--- src/rtl/ttw_pkg.sv ---
package ttw_pkg;

   localparam int unsigned CFG_W     = 32;
   localparam logic [31:0] RSVD_MASK = 32'h0000_1C9B;

   localparam int unsigned BASE_MSB  = 31;
   localparam int unsigned MASK_MSB  = 23;
   localparam int unsigned EN_BIT    = 15;
   localparam int unsigned PRIV_HI   = 14;
   localparam int unsigned PRIV_LO   = 13;
   localparam int unsigned UPA_HI    = 9;
   localparam int unsigned UPA_LO    = 8;
   localparam int unsigned CM_HI     = 6;
   localparam int unsigned CM_LO     = 5;
   localparam int unsigned WP_BIT    = 2;

   typedef struct packed {
      logic [1:0] upa;
      logic [1:0] cmode;
      logic       wp;
   } ttw_attr_t;

   function automatic ttw_attr_t attr_of(input logic [CFG_W-1:0] c);
      ttw_attr_t a;
      a.upa   = c[UPA_HI:UPA_LO];
      a.cmode = c[CM_HI:CM_LO];
      a.wp    = c[WP_BIT];
      return a;
   endfunction

endpackage

--- src/rtl/ttw_regfile.sv ---
module ttw_regfile
   import ttw_pkg::*;
#(
   parameter int unsigned NREG  = 4,
   parameter int unsigned SEL_W = 2
) (
   input  logic                        clk,
   input  logic                        rst_n,
   input  logic                        we,
   input  logic [SEL_W-1:0]            sel,
   input  logic [CFG_W-1:0]            wdata,
   output logic [CFG_W-1:0]            rdata,
   output logic [NREG-1:0][CFG_W-1:0]  cfg_o
);

   logic [NREG-1:0][CFG_W-1:0] regs_q;

   always_ff @(posedge clk or negedge rst_n) begin
      if (!rst_n) begin
         regs_q <= '0;
      end else if (we) begin
         for (int i = 0; i < int'(NREG); i++) begin
            if (sel == SEL_W'(i)) regs_q[i] <= wdata & ~RSVD_MASK;
         end
      end
   end

   always_comb begin
      rdata = '0;
      for (int i = 0; i < int'(NREG); i++) begin
         if (sel == SEL_W'(i)) rdata = regs_q[i];
      end
   end

   assign cfg_o = regs_q;

endmodule

--- src/rtl/ttw_window.sv ---
module ttw_window
   import ttw_pkg::*;
#(
   parameter int unsigned TAG_W = 8
) (
   input  logic [CFG_W-1:0] cfg,
   input  logic [TAG_W-1:0] tag,
   input  logic             super_i,
   output logic             hit_o
);

   logic [TAG_W-1:0] base_b;
   logic [TAG_W-1:0] care_b;
   logic             addr_ok;
   logic             priv_ok;
   logic             unused_cfg;

   assign base_b  = cfg[BASE_MSB -: TAG_W];
   assign care_b  = ~cfg[MASK_MSB -: TAG_W];
   assign addr_ok = ((tag ^ base_b) & care_b) == '0;
   assign priv_ok = cfg[PRIV_HI] | (cfg[PRIV_LO] == super_i);
   assign hit_o   = cfg[EN_BIT] & priv_ok & addr_ok;

   assign unused_cfg = ^cfg[PRIV_LO-1:0];

endmodule

--- src/rtl/ttw_select.sv ---
module ttw_select
   import ttw_pkg::*;
#(
   parameter int unsigned W     = 2,
   parameter int unsigned IDX_W = 1
) (
   input  logic [W-1:0]             match_i,
   input  logic [W-1:0][CFG_W-1:0]  cfg_i,
   output logic                     any_o,
   output logic [IDX_W-1:0]         idx_o,
   output ttw_attr_t                attr_o
);

   logic [CFG_W-1:0] win_cfg;
   logic             unused_bits;

   assign any_o = |match_i;

   always_comb begin
      idx_o   = '0;
      win_cfg = cfg_i[0];
      for (int k = int'(W) - 1; k >= 0; k--) begin
         if (match_i[k]) begin
            idx_o   = IDX_W'(k);
            win_cfg = cfg_i[k];
         end
      end
   end

   assign attr_o = attr_of(win_cfg);

   assign unused_bits = ^{win_cfg[31:10], win_cfg[7], win_cfg[4:3], win_cfg[1:0]};

endmodule

--- src/rtl/ttw_matcher.sv ---
module ttw_matcher
   import ttw_pkg::*;
#(
   parameter int unsigned ADDR_W  = 32,
   parameter int unsigned TAG_W   = 8,
   parameter int unsigned WPAIR   = 2,
   parameter bit          OUT_REG = 1'b1,
   localparam int unsigned NREG   = 2 * WPAIR,
   localparam int unsigned SEL_W  = (NREG > 1) ? $clog2(NREG) : 1,
   localparam int unsigned IDX_W  = (WPAIR > 1) ? $clog2(WPAIR) : 1
) (
   input  logic              clk,
   input  logic              rst_n,
   input  logic              cfg_we,
   input  logic [SEL_W-1:0]  cfg_sel,
   input  logic [CFG_W-1:0]  cfg_wdata,
   output logic [CFG_W-1:0]  cfg_rdata,
   input  logic              acc_valid,
   input  logic [ADDR_W-1:0] acc_addr,
   input  logic              acc_instr,
   input  logic              acc_super,
   input  logic              acc_write,
   input  logic              xlate_en,
   input  logic              xlate_dis,
   output logic              rsp_valid,
   output logic              rsp_hit,
   output logic              rsp_fault,
   output logic [IDX_W-1:0]  rsp_idx,
   output logic [1:0]        rsp_upa,
   output logic [1:0]        rsp_cmode,
   output logic              rsp_wp
);

   if (TAG_W != 8) begin : g_bad_tag
      $error("ttw_matcher: TAG_W must be 8 to fit the configuration layout");
   end
   if (ADDR_W < TAG_W + 1) begin : g_bad_addr
      $error("ttw_matcher: ADDR_W must exceed TAG_W");
   end
   if (WPAIR < 1) begin : g_bad_pair
      $error("ttw_matcher: WPAIR must be at least 1");
   end

   logic [NREG-1:0][CFG_W-1:0]  cfg_all;
   logic [NREG-1:0]             match_all;
   logic [WPAIR-1:0]            pair_match;
   logic [WPAIR-1:0][CFG_W-1:0] pair_cfg;
   logic [TAG_W-1:0]            tag;
   logic                        any_c;
   logic [IDX_W-1:0]            idx_c;
   ttw_attr_t                   attr_c;
   logic                        hit_c;
   logic                        fault_c;
   logic                        take_c;
   logic                        unused_in;

   assign tag       = acc_addr[ADDR_W-1 -: TAG_W];
   assign unused_in = ^{xlate_en, xlate_dis, acc_addr[ADDR_W-TAG_W-1:0]};

   ttw_regfile #(
      .NREG  (NREG),
      .SEL_W (SEL_W)
   ) u_regs (
      .clk   (clk),
      .rst_n (rst_n),
      .we    (cfg_we),
      .sel   (cfg_sel),
      .wdata (cfg_wdata),
      .rdata (cfg_rdata),
      .cfg_o (cfg_all)
   );

   for (genvar g = 0; g < int'(NREG); g++) begin : g_win
      ttw_window #(
         .TAG_W (TAG_W)
      ) u_win (
         .cfg     (cfg_all[g]),
         .tag     (tag),
         .super_i (acc_super),
         .hit_o   (match_all[g])
      );
   end

   assign pair_match = acc_instr ? match_all[NREG-1:WPAIR] : match_all[WPAIR-1:0];
   assign pair_cfg   = acc_instr ? cfg_all[NREG-1:WPAIR]   : cfg_all[WPAIR-1:0];

   ttw_select #(
      .W     (WPAIR),
      .IDX_W (IDX_W)
   ) u_sel (
      .match_i (pair_match),
      .cfg_i   (pair_cfg),
      .any_o   (any_c),
      .idx_o   (idx_c),
      .attr_o  (attr_c)
   );

   assign take_c  = acc_valid & any_c;
   assign fault_c = take_c & acc_write & attr_c.wp;
   assign hit_c   = take_c & ~fault_c;

   if (OUT_REG) begin : g_oreg
      always_ff @(posedge clk or negedge rst_n) begin
         if (!rst_n) begin
            rsp_valid <= 1'b0;
            rsp_hit   <= 1'b0;
            rsp_fault <= 1'b0;
            rsp_idx   <= '0;
            rsp_upa   <= '0;
            rsp_cmode <= '0;
            rsp_wp    <= 1'b0;
         end else begin
            rsp_valid <= acc_valid;
            rsp_hit   <= hit_c;
            rsp_fault <= fault_c;
            rsp_idx   <= take_c ? idx_c        : '0;
            rsp_upa   <= take_c ? attr_c.upa   : '0;
            rsp_cmode <= take_c ? attr_c.cmode : '0;
            rsp_wp    <= take_c & attr_c.wp;
         end
      end
   end else begin : g_ocomb
      assign rsp_valid = acc_valid;
      assign rsp_hit   = hit_c;
      assign rsp_fault = fault_c;
      assign rsp_idx   = take_c ? idx_c        : '0;
      assign rsp_upa   = take_c ? attr_c.upa   : '0;
      assign rsp_cmode = take_c ? attr_c.cmode : '0;
      assign rsp_wp    = take_c & attr_c.wp;
   end

endmodule

--- config.mk ---
export PLATFORM = sky130hd
export DESIGN_NAME = ttw_matcher
export DESIGN_NICKNAME = d
export VERILOG_FILES = /design/src/rtl/ttw_pkg.sv /design/src/rtl/ttw_regfile.sv /design/src/rtl/ttw_window.sv /design/src/rtl/ttw_select.sv /design/src/rtl/ttw_matcher.sv
export SDC_FILE = /design/constraint.sdc
export NUM_CORES = 1
export LEC_CHECK = 0
export ABC_AREA = 1
export CORE_MARGIN = 2
export CORE_UTILIZATION = 40
export CTS_CLUSTER_DIAMETER = 100
export CTS_CLUSTER_SIZE = 16
export DETAILED_ROUTE_END_ITERATION = 10
export GPL_ROUTABILITY_DRIVEN = 0
export PLACE_DENSITY_LB_ADDON = 0.08
export SYNTH_ARGS = -nofsm -noshare
export SYNTH_HDL_FRONTEND = slang
export SYNTH_SLANG_ARGS = --single-unit
--- constraint.sdc ---
create_clock -name clk -period 2.1 [get_ports clk]
set_clock_uncertainty 0.15 [all_clocks]
set_input_delay 0.315 -clock clk [delete_from_list [all_inputs] [get_ports clk]]
set_output_delay 0.315 -clock clk [all_outputs]
set_load 0.005 [all_outputs]
**After elaboration in Yosys (flattened, before gate mapping)**

Index checks and enable logic that the tools add are counted.

- Equality and inequality tests: 7
- Bitwise logic cells: 30
- Divide/modulo/power cells: 0
- Reductions and logical operators: 10
- Shift operators: 0
- $mul: 0
- $lt $le $gt $ge: 0
- Muxes and demuxes: 13
- Add/subtract/negate cells: 0

Operators with widths:

| cell | count |
|---|---|
| $mux 32 | 4 |
| $mux 42 | 1 |
| $and 8x8->8 | 4 |
| $logic_not 8->1 | 4 |
| $not 8->8 | 4 |
| $xor 8x8->8 | 4 |
| $mux 10 | 2 |
| $and 1x1->1 | 13 |
| $reduce_and 2->1 | 4 |
| $mux 2 | 3 |
| $eq 1x1->1 | 4 |
| $eq 2x2->1 const B | 2 |
| $or 1x1->1 | 4 |
| $mux 1 | 3 |
| $eq 2x1->1 const B | 1 |
| $logic_not 2->1 | 1 |
| $reduce_or 2->1 | 1 |
| $not 1->1 | 1 |

- Bits in registers: 105
- Bits in read-only memories: 0
- Output and inout bits: 41
- Memories kept: 0
- Latch bits: 0
- RAM bits: 0
- Input bits: 75

**Depth between registers and ports, before layout**

- Depth in word-level cells: 11
- Gate-level depth with buffers: 13
- Gate-level depth less buffers: 12

**By module**

From an unflattened synthesis, not the netlist that was laid out.

- Cell total of the unflattened synthesis: 978
- Area total of the unflattened synthesis: 6,765.2 µm²

By module, submodules not included:

| module | times used | area an instance (µm²) | cells each | seq. area each (µm²) |
|---|---|---|---|---|
| ttw_regfile | 1 | 4,573.1 | 518 | 2,402.3 |
| ttw_matcher | 1 | 1,243.7 | 237 | 225.2 |
| ttw_window | 4 | 216.5 | 51 | 0.0 |
| ttw_select | 1 | 82.6 | 19 | 0.0 |

**Worst setup path after synthesis**

OpenSTA, ideal clock, no wires.

- Path kind: register to register
- Start: reg u_regs.regs_q, in the netlist u_regs.cfg_o[88]
- End: reg rsp_cmode[1]
- Clock period less this slack: 1.538 ns
- Cell stages (with the launch flop): 12
- Arrival time: 1.260 ns
- Setup slack: 0.562 ns
- Path through: dfrtp_1 or2_0 nand2_1 nand2_1 nor2_2 nand3_2 nand2_4 inv_4 nand2_4 inv_6 nor2_2 nor3_2

- Cells in the longest elaborated chain, start to end: 8

RTL lines:

| item | RTL line | RTL |
|---|---|---|
| start: declaration | ttw_regfile.sv:16 | `logic [NREG-1:0][CFG_W-1:0] regs_q;` |
| start signal: indexed assignment | ttw_regfile.sv:23 | `if (sel == SEL_W'(i)) regs_q[i] <= wdata & ~RSVD_MASK;` |
| $xor 8x8->8 (*) | ttw_window.sv:20 | `assign addr_ok = ((tag ^ base_b) & care_b) == '0;` |
| $and 8x8->8 (*) | ttw_window.sv:20 |  |
| $logic_not 8->1 (*) | ttw_window.sv:20 |  |
| $and 1x1->1 (*) | ttw_window.sv:22 | `assign hit_o = cfg[EN_BIT] & priv_ok & addr_ok;` |
| $mux 2 (*) | ttw_matcher.sv:84 | `assign pair_match = acc_instr ? match_all[NREG-1:WPAIR] : match_all[WPAIR-1:0];` |
| $reduce_or 2->1 | ttw_select.sv:17 | `assign any_o = \|match_i;` |
| $and 1x1->1 | ttw_matcher.sv:98 | `assign take_c = acc_valid & any_c;` |
| $mux 2 (*) | ttw_matcher.sv:118 | `rsp_cmode <= take_c ? attr_c.cmode : '0;` |
| end signal: assignment | ttw_matcher.sv:118 |  |
| end: declaration | ttw_matcher.sv:30 | `output logic [1:0] rsp_cmode,` |

Mark *: on every way between the ends. The rest lies on a longest branch, timed or not.
A chain may end at the register's enable or synchronous reset.

**Worst setup path in the final report**

- Start: in cfg_sel[0]
- End: out cfg_rdata[15]

- Cells in the longest elaborated chain, start to end: 5

RTL lines:

| item | RTL line | RTL |
|---|---|---|
| start: declaration | ttw_matcher.sv:15 | `input logic [SEL_W-1:0] cfg_sel,` |
| $logic_not 2->1 | ttw_regfile.sv:31 | `if (sel == SEL_W'(i)) rdata = regs_q[i];` |
| $mux 32 (3 in series) | ttw_regfile.sv:31 |  |
| $mux 32 (*) | ttw_regfile.sv:31 |  |
| end: declaration | ttw_matcher.sv:17 | `output logic [CFG_W-1:0] cfg_rdata,` |

Marks and branches as above.

==> metrics <==
CTS Buffer Depth=2; HP Class=input pin to async pin; worst path required time=1.63 ns; Worst EP arrival=1.57 ns; Clock Pin Slew Worst Setup and Hold Paths=~0.07 ns; pwr dens=798 nW/um^2; number of DRC markers in iteration 0=approximately 370; drt wl/cell=about 15 um; most common cell in the netlist=nand2_1; top-area cell type share of the netlist area=0.480; layout cells sized above 1=0.115; sequential share of the synthesized area=0.480; filler cell count=1301; max-slew violations=0; Final TNS setup=0 ns; Root Buffer=clkbuf_16; gr usage total=0.222; r2r startpoint=u_regs.cfg_o[25]$_DFFE_PN0P_; DR vias=just under 5000; ys flop type=dfrtp_1; CTS tree=built; synthesized flop and latch total=105; initial core utilization=0.412; Tot Pwr=~0.0056 W; CP Cell Sequence=buf_2 > nor2_4 > inv_1 > buf_4 > o2111ai_2 > clkdlybuf4s50_1; CTS sink cnt=105; Clk Latency, worst-skew pair=between 0.3 and 0.4 ns; CP max stage delay=roughly 0.54 ns; GR Overflow Total=0; final cell count without fillers=999; leakage=between 3 and 4 nW; synth cell count leaders=nand2_1, o21ai_0, dfrtp_1; core area=13300 sq um; CTS HTree Levels=3; Yosys top cell by area=dfrtp_1; syn_area_per_cell=7.54 sq um; Tmin final=2.03 ns; post-synthesis async set-or-reset flop share=1.00; Crit Path Max Fanout=8; initial antenna violation count=0; Final ANT Viol Nets=0; yosys warns=0; pin count of the biggest net entering global routing=42; DRC viols=0; dpl cells=979; worst r2r path cells=12; startpoint type of the worst setup path=input pin; first-pass GRT wire length=25000 um; Max Cap Violations=0; total die area=14600 sq um; I/O Buffers=73; die width=121 um; status=completed; Crit-path slowest cell=clkdlybuf4s50_1; RSZ-0062 raised after global routing=false; Max VDD drop=between 300 and 400 uV; Yosys cell types=35; vias per cell=approximately 4.9; CP Class=input pin to primary output; synth-to-layout area growth=27.8%; fmax=493 MHz; CTS Buf Count=9; Final setup viols=0; final hold violation count=0; DRT Wirelength=15100 um; Syn Inst Count=726; # IOs=approximately 120; nets=893; die height=121 um; number of global-route vias before repair=4882; slack of the worst reg-to-reg path=between 0.3 and 0.4 ns; hpwl dp=roughly 11000 um; final period utilization=0.967; crit path buf inv count=4; Reg-to-Reg End=rsp_upa[1]$_DFF_PN0_; Synth Cell Area=about 5500 sq um; synth top area cells=dfrtp_1, nand2_1, o21ai_0; DRT Pass-1 Iters=5; Post-synth EDFFs=0; CP delay by family, top=buffers and inverters; Setup crit end kind=primary output; row count=42; ant diodes=0
-- where the power goes --
part | leakage, nW | internal [W] | switching, W
Sequential | 1.32 | 0.00232 | 0.000236
Combinational | 2.06 | 0.000557 | 0.000699
Clock | 0.153 | 0.00102 | 0.000748
-- final cells by class --
class / instances / area, sq um / area share
clock buffer: 14 / 274 / 0.0392
inverter: 106 / 410 / 0.0587
tap: 176 / 220 / 0.0315
timing repair buffer: 112 / 1130 / 0.161
multi-input combinational: 484 / 2300 / 0.329
clock inverter: 2 / 35.0 / 0.00501
sequential: 105 / 2630 / 0.376
-- routing by layer --
| layer | up-vias | global-route usage | part of all wire |
|---|---|---|---|
| li1 | 2473 | - | - |
| met1 | 2274 | 0.280 | 0.43 |
| met2 | 133 | 0.384 | 0.50 |
| met3 | 22 | 0.0282 | 0.048 |
| met4 | 0 | 0.0887 | 0.022 |
| met5 | - | 0 | 0 |
-- metrics by stage --
stage	utilization	setup slack, ns	hold slack [ns]	instance area, sq um
3_3_place_gp	0.498	-0.438	0.137	6620
3_5_place_dp	0.498	-0.490	0.141	6620
2_1_floorplan	-	0.562	-0.131	5500
4_1_cts	0.524	0.00259	0.311	6970
6_report	0.526	0.0697	0.293	7000
5_1_grt	0.526	0.00770	0.338	7000
-- worst reg2reg max path, stage by stage (launching register included) --
cell and delay [ns]:
dfrtp_1 0.41, inv_1 0.08, nand2_1 0.05, nand3_1 0.08, nand2_1 0.08, nor2_1 0.16
nand3_2 0.10, nand2_4 0.13, inv_4 0.05, nand2_4 0.11, inv_6 0.06, nor2_2 0.10
nor3_2 0.04
-- repair_timing --
item                                    in CTS  in global routing
hold buffers                                 1                  0
endpoints found under the hold margin       28                  0
setup buffers                                1                  1
resized for setup                           41                  6
endpoints found under the setup margin      24                  6
gates cloned                                 1                  0
pin swaps                                    2                  2
-- placed cells by master (no fill, tap or decap), drive strengths merged, types with 17 or more instances in the layout --
cell and n:
a21oi 25, nand2 219, inv 106, o21ai 123, dlygate4sd2 17, buf 41
nor2 45, nand3 30, clkdlybuf4s50 48, dfrtp 105
-- state kept, by name (all words and copies together), names as in the netlist --
register	flops
u_regs.cfg_o	96
rsp_cmode	2
rsp_upa	2
rsp_fault	1
rsp_hit	1
rsp_idx	1
rsp_valid	1
rsp_wp	1
-- logic make-up after synthesis --
| logic type | count (synthesis) | synth area share |
|---|---|---|
| compound gates | 173 | 0.171 |
| buf+inv | 144 | 0.112 |
| flops | 105 | 0.480 |
| other cells | 1 | 0.000685 |
| simple gates | 303 | 0.236 |
-- worst max-delay path by stage --
stage,start,end,cells past startpoint
2_1_floorplan,u_regs.cfg_o[88]$_DFFE_PN0P_,rsp_cmode[1]$_DFF_PN0_,11
5_1_grt,cfg_sel[0],cfg_rdata[15],6
3_3_place_gp,cfg_sel[0],cfg_rdata[22],8
6_report,cfg_sel[0],cfg_rdata[15],6
4_1_cts,u_regs.cfg_o[6]$_DFFE_PN0P_,cfg_rdata[6],4
3_5_place_dp,cfg_sel[0],cfg_rdata[22],8
Note: power is estimated with default switching activity, not from simulation.
